**src/rtl/burst_seq_pkg.sv**
```systemverilog
package burst_seq_pkg;

  localparam logic [2:0] LEN_CODE_4    = 3'b001;
  localparam logic [2:0] LEN_CODE_8    = 3'b010;
  localparam logic [2:0] LEN_CODE_16   = 3'b011;
  localparam logic [2:0] LEN_CODE_CONT = 3'b111;

  localparam int unsigned LOW_W = 4;  // widest block is 16 words

  typedef enum logic [1:0] {
    MODE_LINEAR = 2'd0,  // +1 over the full address
    MODE_WRAP   = 2'd1,  // +n folded inside the block
    MODE_XOR    = 2'd2   // start ^ n inside the block
  } seq_mode_e;

endpackage

```
**src/rtl/burst_cfg_decode.sv**
```systemverilog
module burst_cfg_decode
  import burst_seq_pkg::*;
(
  input  logic [2:0]       len_code,
  input  logic             interleave,
  input  logic             no_wrap,
  output logic             legal,
  output logic             continuous,
  output logic [LOW_W-1:0] low_mask,
  output seq_mode_e        mode
);

  logic known_len;

  always_comb begin
    known_len  = 1'b1;
    continuous = 1'b0;
    low_mask   = '0;
    unique case (len_code)
      LEN_CODE_4:    low_mask = 4'b0011;
      LEN_CODE_8:    low_mask = 4'b0111;
      LEN_CODE_16:   low_mask = 4'b1111;
      LEN_CODE_CONT: begin
        low_mask   = 4'b1111;
        continuous = 1'b1;
      end
      default:       known_len = 1'b0;
    endcase

    legal = known_len && !(interleave && (continuous || no_wrap));

    if (interleave)                mode = MODE_XOR;
    else if (no_wrap || continuous) mode = MODE_LINEAR;
    else                           mode = MODE_WRAP;
  end

endmodule

```
**src/rtl/burst_next_addr.sv**
```systemverilog
module burst_next_addr
  import burst_seq_pkg::*;
#(
  parameter int unsigned ADDR_W = 16
) (
  input  logic [ADDR_W-1:0] cur,
  input  logic [ADDR_W-1:0] base,
  input  logic [LOW_W-1:0]  low_mask,
  input  logic [LOW_W-1:0]  step,
  input  seq_mode_e         mode,
  output logic [ADDR_W-1:0] nxt
);

  localparam int unsigned PAD_W = ADDR_W - LOW_W;

  logic [ADDR_W-1:0] mask_ext;
  logic [ADDR_W-1:0] step_ext;

  assign mask_ext = {{PAD_W{1'b0}}, low_mask};
  assign step_ext = {{PAD_W{1'b0}}, step};

  always_comb begin
    unique case (mode)
      MODE_XOR:  nxt = (base & ~mask_ext) | ((base ^ step_ext) & mask_ext);
      MODE_WRAP: nxt = (base & ~mask_ext) | ((base + step_ext) & mask_ext);
      default:   nxt = cur + {{(ADDR_W-1){1'b0}}, 1'b1};
    endcase
  end

endmodule

```
**src/rtl/burst_seq_gen.sv**
```systemverilog
module burst_seq_gen
  import burst_seq_pkg::*;
#(
  parameter int unsigned ADDR_W = 16
) (
  input  logic              clk,
  input  logic              rst,
  input  logic              start,
  input  logic [ADDR_W-1:0] start_addr,
  input  logic [2:0]        len_code,
  input  logic              interleave,
  input  logic              no_wrap,
  input  logic              advance,
  output logic [ADDR_W-1:0] addr_out,
  output logic              active,
  output logic              illegal,
  output logic              cross4,
  output logic              cross16
);

  localparam int unsigned PAD_W = ADDR_W - LOW_W;

  logic             legal_d;
  logic             cont_d;
  logic [LOW_W-1:0] mask_d;
  seq_mode_e        mode_d;

  logic [ADDR_W-1:0] base_q;
  logic [LOW_W-1:0]  mask_q;
  logic [LOW_W-1:0]  cnt_q;
  logic              cont_q;
  seq_mode_e         mode_q;

  logic [LOW_W-1:0]  step_w;
  logic [ADDR_W-1:0] nxt_addr;
  logic              last_step;
  logic              take_adv;

  burst_cfg_decode u_dec (
    .len_code   (len_code),
    .interleave (interleave),
    .no_wrap    (no_wrap),
    .legal      (legal_d),
    .continuous (cont_d),
    .low_mask   (mask_d),
    .mode       (mode_d)
  );

  assign step_w    = cnt_q + 4'd1;
  assign last_step = !cont_q && (step_w == mask_q);
  assign take_adv  = advance && active;

  burst_next_addr #(.ADDR_W(ADDR_W)) u_next (
    .cur      (addr_out),
    .base     (base_q),
    .low_mask (mask_q),
    .step     (step_w),
    .mode     (mode_q),
    .nxt      (nxt_addr)
  );

  always_ff @(posedge clk) begin
    if (rst) begin
      addr_out <= '0;
      active   <= 1'b0;
      illegal  <= 1'b0;
      cross4   <= 1'b0;
      cross16  <= 1'b0;
      base_q   <= '0;
      mask_q   <= '0;
      cnt_q    <= '0;
      cont_q   <= 1'b0;
      mode_q   <= MODE_LINEAR;
    end else begin
      cross4  <= 1'b0;
      cross16 <= 1'b0;
      if (start) begin
        if (legal_d) begin
          addr_out <= start_addr;
          base_q   <= start_addr;
          mask_q   <= mask_d;
          cont_q   <= cont_d;
          mode_q   <= mode_d;
          cnt_q    <= '0;
          active   <= 1'b1;
          illegal  <= 1'b0;
        end else begin
          active  <= 1'b0;
          illegal <= 1'b1;
        end
      end else if (take_adv) begin
        addr_out <= nxt_addr;
        cnt_q    <= step_w;
        cross4   <= (nxt_addr[ADDR_W-1:2] != addr_out[ADDR_W-1:2]);
        cross16  <= (nxt_addr[ADDR_W-1:4] != addr_out[ADDR_W-1:4]);
        if (last_step) active <= 1'b0;
      end
    end
  end

  // ---------------- assertions ----------------
  logic [ADDR_W-1:0] mask_ext;
  assign mask_ext = {{PAD_W{1'b0}}, mask_q};

  p_reset_state_r1: assert property (@(posedge clk)
    $past(rst) |-> (addr_out == '0 && !active && !illegal && !cross4 && !cross16));

  p_start_load_r2: assert property (@(posedge clk) disable iff (rst)
    (start && legal_d) |=> (active && !illegal && addr_out == $past(start_addr)));

  p_idle_hold_r3: assert property (@(posedge clk) disable iff (rst)
    (!start && !(advance && active)) |=> $stable(addr_out));

  p_block_stay_r4: assert property (@(posedge clk) disable iff (rst)
    (active && advance && !start && mode_q != MODE_LINEAR)
      |=> ((addr_out & ~mask_ext) == ($past(addr_out) & ~$past(mask_ext))));

  p_linear_step_r5: assert property (@(posedge clk) disable iff (rst)
    (active && advance && !start && mode_q == MODE_LINEAR)
      |=> (addr_out == $past(addr_out) + {{(ADDR_W-1){1'b0}}, 1'b1}));

  p_illegal_idle_r9: assert property (@(posedge clk) disable iff (rst)
    illegal |-> !active);

  p_illegal_hold_r9: assert property (@(posedge clk) disable iff (rst)
    $rose(illegal) |-> $stable(addr_out));

  p_cross_cause_r10: assert property (@(posedge clk) disable iff (rst)
    cross4 |-> ($past(advance) && $past(active) && !$past(start)));

  p_cross_nest_r11: assert property (@(posedge clk) disable iff (rst)
    cross16 |-> cross4);

endmodule

```
**config.mk**
```make
export PLATFORM = sky130hd
export DESIGN_NAME = burst_seq_gen
export DESIGN_NICKNAME = d
export VERILOG_FILES = /design/src/rtl/burst_seq_pkg.sv /design/src/rtl/burst_cfg_decode.sv /design/src/rtl/burst_next_addr.sv /design/src/rtl/burst_seq_gen.sv
export SDC_FILE = /design/constraint.sdc
export NUM_CORES = 1
export LEC_CHECK = 0
export ABC_CLOCK_PERIOD_IN_PS = 3300
export BUFFER_PORTS_ARGS = -buffer_cell sky130_fd_sc_hd__buf_4
export CAP_MARGIN = 20
export CORE_ASPECT_RATIO = 1.4
export CORE_MARGIN = 3
export CORE_UTILIZATION = 58
export CTS_BUF_LIST = sky130_fd_sc_hd__clkbuf_2 sky130_fd_sc_hd__clkbuf_4 sky130_fd_sc_hd__clkbuf_8
export CTS_CLUSTER_DIAMETER = 30
export DETAILED_ROUTE_END_ITERATION = 8
export GPL_TIMING_DRIVEN = 0
export PLACE_DENSITY = 0.88
export REMOVE_ABC_BUFFERS = 1
export SLEW_MARGIN = 20
export SYNTH_ARGS = -nofsm -noshare
export SYNTH_HDL_FRONTEND = slang
export SYNTH_SLANG_ARGS = --single-unit
```
**constraint.sdc**
```tcl
create_clock -name clk -period 3.3 [get_ports clk]
set_input_delay 0.66 -clock clk [delete_from_list [all_inputs] [get_ports clk]]
set_output_delay 0.66 -clock clk [all_outputs]
set_load 0.05 [all_outputs]
```
==> impl_metrics.yaml <==
run_status:
  outcome: "finished, final reports clean"
clock_network:
  clk_latency_ns: 0.30
  cts_buffers: 5
  postCtsHoldBufs: 0
  cts.sinks: 46
  htreeDepth: 2
  cts_max_path_buffers: 2
  cts_resized: 0
  path_clk_slew_ns: 0.08
  clockRootBuffer: "clkbuf_8"
  cts_setup_buffers: 0
  cts_tree: "built"
timing:
  period_needed_ns: 2.847
  hold_viol: 0
  rsz0062_at_grt: "false"
  tightest_slew_ns: 0.8841
  relSlewSlack_pct: 41.06
  final.setup_skew_ns: 0.01051
  period_share_pct: 86.26
  timing.fmax_ghz: 0.3513
  setup_viol: 0
  drv_slew: 0
  setup_tns_ns: 0
die:
  core-area_um2: 4379
  rows: 28
  ios: 45
  initial_core_util_pct: 62.20
  dieArea_um2: 5566
  die-width_um: 63.92
  die_h_um: 87.09
place:
  place_inst: 450
  port_buffers: 44
  gp_congestion: 0.9011
  place_hpwl_um: 4778
yosys:
  synth_ff_type: "dfxtp_1"
  synth_top_area_share_pct: 33.81
  synth_edf_count: 0
  yosysSeqAreaShare_pct: 33.81
  synth_top_area_cell: "dfxtp_1"
  synthCells: 366
  async_reset_ff_share_pct: 0
  synth_area_leaders: "dfxtp_1 34%, nand2_1 7.4%, a21oi_1 7.0%, a211oi_1 5.5%, nor2_1 5.4%"
  yosysWarnings: 0
  syn_area_per_cell_um2: 7.442
  syn_area_um2: 2724
  synthDistinctLibCells: 49
  ys_ff_latch: 46
power_and_ir_drop:
  p_leak_nw: 1.246
  ir_worst_vdd_mv: 0.2339
  pwr_density_cell_nw_per_um2: 411.3
setup_path:
  critPathTopFamily: "simple AND/OR/NAND/NOR gates"
  critPathMaxFanout: 33
  cp_slowest_cell: "or3_1"
  path_depth: 7
  crit_buf_inv: 1
  ff2ff_setup_slack_ns: 0.65
  crit_chain: "buf_4 > o21ai_1 > or3_1 > nand2_1 > o21ai_0 > a21oi_1 > nor2_1"
  path_class: "input pin to flip-flop"
  worstReg2RegStart: "cnt_q[0]"
  cp.arrival_ns: 3.02
  end_kind: "flip-flop"
  reg2reg_depth: 10
  worstSetupStartpointType: "input pin"
  cpPeakStageDelay_ns: 0.75
  endpoint: "cnt_q[2]"
  reg2reg_to: "cross4"
  crit_required_ns: 3.48
  cp-startpoint: "start"
global_routing:
  grt.overflow.total: 0
  grt_max_degree: 48
  grt_usage_pct: 25.07
  grt_pass1_wl_um: 11310
  antenna_found_initial: 0
  first_global_vias: 2596
routing:
  via_count: 2700
  firstDrtPassIters: 5
  ant_nets: 0
  wl_per_cell_um: 14.89
  drt-initial-drc-count: 230
  drc: 0
  routed_wl_um: 6820
  via_per_inst: 5.895
flow_run:
  maxCapViolations: 0
cells_and_area:
  multi_input_area_um2: 1658
  antennaDiodeCount: 0
  syn_to_final_growth_pct: 16.58
  drive_gt1_share_pct: 15.58
  fillers: 377
  regArea_um2: 920.9
  instances_no_fill: 458
  nets: 430
hold_path:
  hp-class: "flip-flop to flip-flop"
-- cells by family (layout without fill, tap and decap cells) --
kind of cell,Yosys count,after routing,synth area share (%)
adder cells (fa/ha/maj),8,8,3.950
AO/OA/AOI/OAI,93,93,21.50
buffers and inverters,40,72,5.696
XOR/XNOR,24,24,7.717
flip-flops,46,46,33.81
multiplexers,2,2,0.7350
AND/OR/NAND/NOR,153,153,26.60
-- cells in the mapped netlist, drive strengths merged, types with 6 or more instances --
| cell | number |
|---|---|
| nand3 | 23 |
| dfxtp | 46 |
| ha | 7 |
| clkbuf | 16 |
| xor2 | 11 |
| inv | 17 |
| nor3 | 15 |
| xnor2 | 13 |
| a211oi | 20 |
| buf | 6 |
| nor2 | 39 |
| a21oi | 38 |
| o21ai | 13 |
| nand2 | 54 |
-- power breakdown --
group	leakage [nW]	total, W	switching [W]	internal (W)
sequential	0.375	0.000617	0.0000367	0.000580
clock	0.0579	0.000418	0.000195	0.000223
combinational	0.814	0.000271	0.000171	0.000100
total	1.25	0.00131	0.000403	0.000903
-- worst min path at each step --
stage,start,cells past startpoint,slack [ns],to
floorplan,mode_q[0],2,0.43,mode_q[0]
global placement,mode_q[0],2,0.45,mode_q[0]
detailed placement,mode_q[0],2,0.46,mode_q[0]
CTS,mode_q[0],2,0.47,mode_q[0]
global route,mode_q[0],2,0.49,mode_q[0]
finish,mode_q[0],2,0.47,mode_q[0]
-- area by class of cell --
cell class                 instances  share of cell area (%)
multi-input combinational        280                   52.21
sequential                        46                   29.00
timing repair buffer              46                   10.87
tap                               60                   2.364
clock buffer                       5                   2.167
inverter                          18                   2.128
clock inverter                     3                   1.261
-- metrics by stage --
step	worst slack (ns)	total power (W)	cell area, µm²	hold WS (ns)	utilization (%)
global route	0.2908	0.001363	3176	0.4855	72.51
detailed placement	0.1476	0.0008978	3064	0.4567	69.97
CTS	0.4764	0.001308	3173	0.4659	72.46
floorplan	0.2243	0.0007937	2636	0.4301	-
global placement	-1.572	0.0008886	3042	0.4453	69.46
finish	0.4533	0.001306	3176	0.4674	72.51
-- layout by cell type (no fill, tap or decap), types with 2 or more instances in the layout --
master	instances
nand3_1	21
nand4_1	4
o21ai_0	12
ha_1	6
a211oi_1	20
buf_4	46
nor2b_1	3
a211o_1	2
clkinv_2	2
and3_1	2
nor2_1	38
nand3b_1	2
dfxtp_1	46
nor3_1	14
nor4_1	2
o211ai_1	4
mux2i_1	2
a31oi_1	3
inv_1	17
clkbuf_8	5
xnor2_1	13
xor2_1	11
a221oi_1	2
a21oi_1	38
a311oi_1	2
nand2_1	54
-- routing by layer --
layer,track usage [%],routed length (µm),vias to the layer above
met5,0,0,-
met4,11.39,125,0
met3,4.134,353,14
met2,46.66,3638,79
met1,27.35,2703,1263
li1,-,-,1344
-- registers in the layout, summed over array words and instances, names as in the netlist --
register / cells
mask_q: 3
cross16: 1
mode_q: 2
base_q: 16
cnt_q: 4
cont_q: 1
illegal: 1
addr_out: 16
cross4: 1
active: 1
-- worst register-to-register path, cell delays in order (launching register included) --
cell	delay, ns
dfxtp_1	0.44
ha_1	0.24
xor2_1	0.29
ha_1	0.32
xor2_1	0.16
nand2_1	0.06
o21ai_0	0.07
a211oi_1	0.39
mux2i_1	0.14
a211o_1	0.25
o21a_1	0.19
(Power assumes the default switching activity.)
